===== src/rtl/lirq_pkg.sv =====
package lirq_pkg;
   typedef enum logic [1:0] {
      SEL_NONE = 2'd0,
      SEL_STAT = 2'd1,
      SEL_ENAB = 2'd2
   } lirq_sel_e;
endpackage


===== src/rtl/lirq_flags.sv =====
module lirq_flags #(
   parameter int unsigned          N_SRC    = 14,
   parameter logic [N_SRC-1:0]     SRC_MASK = 14'h3FEF
) (
   input  logic             clk,
   input  logic             rst_n,
   input  logic [N_SRC-1:0] evt_i,
   input  logic [N_SRC-1:0] clr_i,
   output logic [N_SRC-1:0] flags_o
);
   for (genvar i = 0; i < N_SRC; i++) begin : g_bit
      if (SRC_MASK[i]) begin : g_live
         logic flag_q;
         always_ff @(posedge clk or negedge rst_n) begin
            if (!rst_n) flag_q <= 1'b0;
            else        flag_q <= evt_i[i] | (flag_q & ~clr_i[i]);
         end
         assign flags_o[i] = flag_q;


         evt_wins_chk: assert property (@(posedge clk) disable iff (!rst_n)
            evt_i[i] |=> flags_o[i]);

         w1c_clear_chk: assert property (@(posedge clk) disable iff (!rst_n)
            (clr_i[i] && !evt_i[i]) |=> !flags_o[i]);
      end else begin : g_tied
         logic unused_tie;
         assign unused_tie = evt_i[i] ^ clr_i[i];
         assign flags_o[i] = 1'b0;
      end
   end
endmodule


===== src/rtl/lirq_regs.sv =====
module lirq_regs #(
   parameter int unsigned          N_SRC    = 14,
   parameter logic [N_SRC-1:0]     SRC_MASK = 14'h3FEF
) (
   input  logic             clk,
   input  logic             rst_n,
   input  logic             en_wr_i,
   input  logic [N_SRC-1:0] wen_i,
   input  logic             wgie_i,
   input  logic             wacl_i,
   input  logic             stat_rd_i,
   output logic [N_SRC-1:0] en_o,
   output logic             gie_o,
   output logic             acl_o
);
   logic [N_SRC-1:0] en_q;
   logic             gie_q;
   logic             acl_q;

   always_ff @(posedge clk or negedge rst_n) begin
      if (!rst_n) begin
         en_q  <= '0;
         gie_q <= 1'b0;
         acl_q <= 1'b0;
      end else if (en_wr_i) begin
         en_q  <= wen_i & SRC_MASK;
         gie_q <= wgie_i;
         acl_q <= wacl_i;
      end else if (stat_rd_i && acl_q) begin
         gie_q <= 1'b0;
      end
   end

   assign en_o  = en_q;
   assign gie_o = gie_q;
   assign acl_o = acl_q;


   autoclr_gie_chk: assert property (@(posedge clk) disable iff (!rst_n)
      (stat_rd_i && acl_o && !en_wr_i) |=> !gie_o);

   gie_hold_chk: assert property (@(posedge clk) disable iff (!rst_n)
      (!en_wr_i && !(stat_rd_i && acl_o)) |=> $stable(gie_o));
endmodule


===== src/rtl/lirq_out.sv =====
module lirq_out #(
   parameter int unsigned N_SRC = 14
) (
   input  logic             clk,
   input  logic             rst_n,
   input  logic [N_SRC-1:0] flags_i,
   input  logic [N_SRC-1:0] en_i,
   input  logic             gie_i,
   output logic             irq_n_o
);
   logic any_hit;
   logic irq_n_q;

   assign any_hit = |(flags_i & en_i);

   always_ff @(posedge clk or negedge rst_n) begin
      if (!rst_n) irq_n_q <= 1'b1;
      else        irq_n_q <= ~(gie_i & any_hit);
   end

   assign irq_n_o = irq_n_q;


   gie_off_chk: assert property (@(posedge clk) disable iff (!rst_n)
      !gie_i |=> irq_n_o);

   no_hit_chk: assert property (@(posedge clk) disable iff (!rst_n)
      ((flags_i & en_i) == '0) |=> irq_n_o);
endmodule


===== src/rtl/lirq_ctrl.sv =====
module lirq_ctrl #(
   parameter int unsigned      DATA_W    = 32,
   parameter int unsigned      ADDR_W    = 4,
   parameter int unsigned      N_SRC     = 14,
   parameter logic [N_SRC-1:0] SRC_MASK  = 14'h3FEF,
   parameter int unsigned      GIE_POS   = 14,
   parameter int unsigned      ACL_POS   = 15,
   parameter int unsigned      STAT_ADDR = 0,
   parameter int unsigned      ENAB_ADDR = 4
) (
   input  logic              clk,
   input  logic              rst_n,
   input  logic [N_SRC-1:0]  evt_i,
   input  logic [ADDR_W-1:0] addr_i,
   input  logic              wr_i,
   input  logic              rd_i,
   input  logic [DATA_W-1:0] wdata_i,
   output logic [DATA_W-1:0] rdata_o,
   output logic              irq_n_o
);
   import lirq_pkg::*;

   localparam int unsigned TOP_POS = (GIE_POS > ACL_POS) ? GIE_POS : ACL_POS;

   if (DATA_W <= TOP_POS) begin : g_bad_width
      $error("lirq_ctrl: DATA_W too narrow for control bits");
   end
   if (N_SRC > GIE_POS || N_SRC > ACL_POS) begin : g_bad_src
      $error("lirq_ctrl: flag field overlaps control bits");
   end
   if (GIE_POS == ACL_POS || STAT_ADDR == ENAB_ADDR) begin : g_bad_map
      $error("lirq_ctrl: register map collision");
   end

   lirq_sel_e        sel;
   logic [N_SRC-1:0] clr_vec;
   logic [N_SRC-1:0] flags;
   logic [N_SRC-1:0] en;
   logic             gie;
   logic             acl;
   logic             unused_wd;

   always_comb begin
      if (addr_i == ADDR_W'(STAT_ADDR))      sel = SEL_STAT;
      else if (addr_i == ADDR_W'(ENAB_ADDR)) sel = SEL_ENAB;
      else                                   sel = SEL_NONE;
   end

   assign clr_vec   = (wr_i && sel == SEL_STAT) ? wdata_i[N_SRC-1:0] : '0;
   assign unused_wd = ^wdata_i;

   lirq_flags #(.N_SRC(N_SRC), .SRC_MASK(SRC_MASK)) u_flags (
      .clk    (clk),
      .rst_n  (rst_n),
      .evt_i  (evt_i),
      .clr_i  (clr_vec),
      .flags_o(flags)
   );

   lirq_regs #(.N_SRC(N_SRC), .SRC_MASK(SRC_MASK)) u_regs (
      .clk      (clk),
      .rst_n    (rst_n),
      .en_wr_i  (wr_i && sel == SEL_ENAB),
      .wen_i    (wdata_i[N_SRC-1:0]),
      .wgie_i   (wdata_i[GIE_POS]),
      .wacl_i   (wdata_i[ACL_POS]),
      .stat_rd_i(rd_i && sel == SEL_STAT),
      .en_o     (en),
      .gie_o    (gie),
      .acl_o    (acl)
   );

   lirq_out #(.N_SRC(N_SRC)) u_out (
      .clk    (clk),
      .rst_n  (rst_n),
      .flags_i(flags),
      .en_i   (en),
      .gie_i  (gie),
      .irq_n_o(irq_n_o)
   );

   always_comb begin
      rdata_o = '0;
      if (rd_i && sel != SEL_NONE) begin
         rdata_o[N_SRC-1:0] = (sel == SEL_STAT) ? flags : en;
         rdata_o[GIE_POS]   = gie;
         rdata_o[ACL_POS]   = acl;
      end
   end


   upper_zero_chk: assert property (@(posedge clk) disable iff (!rst_n)
      rdata_o[DATA_W-1:TOP_POS+1] == '0);
endmodule


===== config.mk =====
export PLATFORM = sky130hd
export DESIGN_NAME = lirq_ctrl
export DESIGN_NICKNAME = d
export VERILOG_FILES = /design/src/rtl/lirq_pkg.sv /design/src/rtl/lirq_flags.sv /design/src/rtl/lirq_regs.sv /design/src/rtl/lirq_out.sv /design/src/rtl/lirq_ctrl.sv
export SDC_FILE = /design/constraint.sdc
export NUM_CORES = 1
export LEC_CHECK = 0
export ABC_AREA = 1
export ABC_CLOCK_PERIOD_IN_PS = 1620
export BUFFER_PORTS_ARGS = -buffer_cell sky130_fd_sc_hd__buf_4
export CAP_MARGIN = 20
export CELL_PAD_IN_SITES_DETAIL_PLACEMENT = 0
export CELL_PAD_IN_SITES_GLOBAL_PLACEMENT = 2
export CORE_AREA = 5 5 95 97
export CTS_CLUSTER_DIAMETER = 80
export DETAILED_ROUTE_END_ITERATION = 10
export DIE_AREA = 0 0 100 102
export GPL_ROUTABILITY_DRIVEN = 0
export GPL_TIMING_DRIVEN = 1
export HOLD_SLACK_MARGIN = 0.06
export MAX_ROUTING_LAYER = met4
export PLACE_DENSITY_LB_ADDON = 0.1
export SYNTH_ARGS = -nofsm -noshare
export SYNTH_HDL_FRONTEND = slang
export SYNTH_HIERARCHICAL = 1
export SYNTH_SLANG_ARGS = --single-unit

===== constraint.sdc =====
create_clock -name clk -period 1.62 [get_ports clk]
set_clock_uncertainty 0.05 [all_clocks]
set_input_delay 0.162 -clock clk [delete_from_list [all_inputs] [get_ports clk]]
set_output_delay 0.162 -clock clk [all_outputs]
set_load 0.02 [all_outputs]

==> out/metrics.cfg <==
[min_path]
holdPathEnd = u_regs/gie_o$_DFFE_PN0P_
min_path_cells = 5
hp-class = input pin to flip-flop
min_from = addr_i[2]

[die]
fp.dieH_um = 102
pin_count = 87
die-area_sq_um = 10200
placementRows = 33
core-area_sq_um = 8051
initial_utilization = 0.2623
die-width_um = 100

[final_layout]
multiInputGateArea_sq_um = 839.6
final_cell_mix = nand2_1, inv_1, buf_4, nor2_1, dlygate4sd3_1
final_area_sq_um = 2773
register_area_sq_um = 726.9
area.growth.synth_to_final_pct = 31.28
fillCellCount = 902
diodes = 0
final_cells = 487
final_common_cell = nand2_1
layout-drive-gt1-share = 0.2251
fin_nets = 435

[power]
p_leak_nw = 1.546
ir_drop_v = 0.0002893
clkPwrFrac = 0.311
total_power_mw = 2.013
p_switching_mw = 0.6169
power_density_nw_per_um2 = 725.8
p_int_mw = 1.396
seqPwrFrac = 0.442
swShare = 0.3065
comb_power_share = 0.246

[routing]
vias = 1838
met2_length_um = 2419
met1_length_um = 2526
wl_per_cell_um = 10.97
wirelength_um = 5342
drt-initial-drc-count = 45
drc = 0
dr.pass1.iters = 4
postRouteAntennaNets = 0
top_layer = met4
wl_met3_um = 329
avgViaCountPerCell = 3.774

[timing]
rsz0062_at_grt = false
hold_viol = 0
post-route-period-util = 0.8255
slew_violations = 0
setup-tns-final_ns = 0
fmax_ghz = 0.7478
setup_viol = 0
period_needed_ns = 1.337

[worst_setup_path]
critPathLaunchType = flip-flop
path_max_fanout = 3
worstSetupPathType = flip-flop to primary output
r2r_cells = 5
cp-end-kind = primary output
r2r_end = u_out/irq_n_o$_DFF_PN1_
cp.required_ns = 1.41
rrSetupSlack_ns = 0.65
critPathLaunch = u_flags/g_bit[9].g_live.flag_q$_DFF_PN0_
cp.arrival_ns = 1.13
rr_startpoint = u_flags/g_bit[1].g_live.flag_q$_DFF_PN0_

[clocking]
clock-sinks = 29
cts_hold_buf = 29
root_buffer = clkbuf_8
insertion_delay_ns = 0.28
clk_pin_slew_worst_paths_ns = 0.06
postCtsResizedCells = 0
cts_made_buffers = 5
tritoncts = yes
htreeDepth = 2
clockBufferDepth = 2
post_cts_buffers = 0

[place]
dp_cells = 450
post_dp_cell_area_sq_um = 2392
io_buffers = 52
post-dp-hpwl_um = 3664

[outcome]
outcome = completed

[global_routing]
groute.usage.overall = 0.1109
grt_first_pass_wirelength_um = 8569
first_global_vias = 1728
grt_max_degree = 30
antenna_found_initial = 0
grt_overflow = 0

[logic_synthesis]
ys_warn_count = 6
postSynthCellCount = 314
syn_area_sq_um = 2112
avgSynthCellArea_sq_um = 6.726

[job]
maxCapViolations = 0

power by group through the flow:
| stage | registers (mW) | logic, mW | clock network (mW) |
|---|---|---|---|
| after floorplan | 0.896 | 0.334 | 0 |
| after global routing | 0.904 | 0.570 | 0.692 |
| final | 0.890 | 0.496 | 0.626 |
| after CTS | 0.891 | 0.505 | 0.657 |
| after detailed placement | 0.904 | 0.448 | 0 |
| after global placement | 0.907 | 0.446 | 0 |
registers in the layout, summed over array words and instances (netlist names):
name	flops
u_regs/en_o	13
u_flags/g_bit.g_live.flag_q	13
u_out/irq_n_o	1
u_regs/acl_o	1
u_regs/gie_o	1
per-stage QoR:
stage / setup slack, ns / util / hold slack, ns
final: 0.2827 / 0.3444 / 0.1911
after global routing: 0.1944 / 0.3444 / 0.2168
after CTS: 0.2637 / 0.3444 / 0.1817
after detailed placement: 0.2551 / 0.2971 / 0.09053
after global placement: 0.2656 / 0.2971 / 0.09008
after floorplan: 0.4774 / - / -0.1836
layout make-up:
| cell class | instances | area share |
|---|---|---|
| well taps | 105 | 0.04738 |
| inverters | 61 | 0.08439 |
| multi-input cells | 197 | 0.3028 |
| flip-flops and latches | 29 | 0.2622 |
| repair buffers | 87 | 0.2708 |
| clock buffers | 8 | 0.03249 |
layer usage:
metal	vias up	track usage
met5	-	-
met4	0	0.03109
met3	6	0.02867
met2	53	0.1760
met1	794	0.1404
li1	985	-
worst max-delay path, cell delays in order, from the launching register on:
cell and delay, ns:
dfrtp_1 0.38, inv_1 0.05, nand3_1 0.07, nand2_1 0.05, nor2_1 0.14, buf_4 0.17
worst max path at each step:
stage / depth (start not counted) / slack (ns) / endpoint
CTS: 5 / 0.26 / rdata_o[9]
floorplan: 5 / 0.48 / rdata_o[0]
global placement: 7 / 0.27 / u_flags/g_bit[13].g_live.flag_q$_DFF_PN0_
global route: 5 / 0.19 / rdata_o[9]
detailed placement: 7 / 0.26 / u_flags/g_bit[5].g_live.flag_q$_DFF_PN0_
finish: 5 / 0.28 / rdata_o[9]
(Power assumes the default switching activity.)
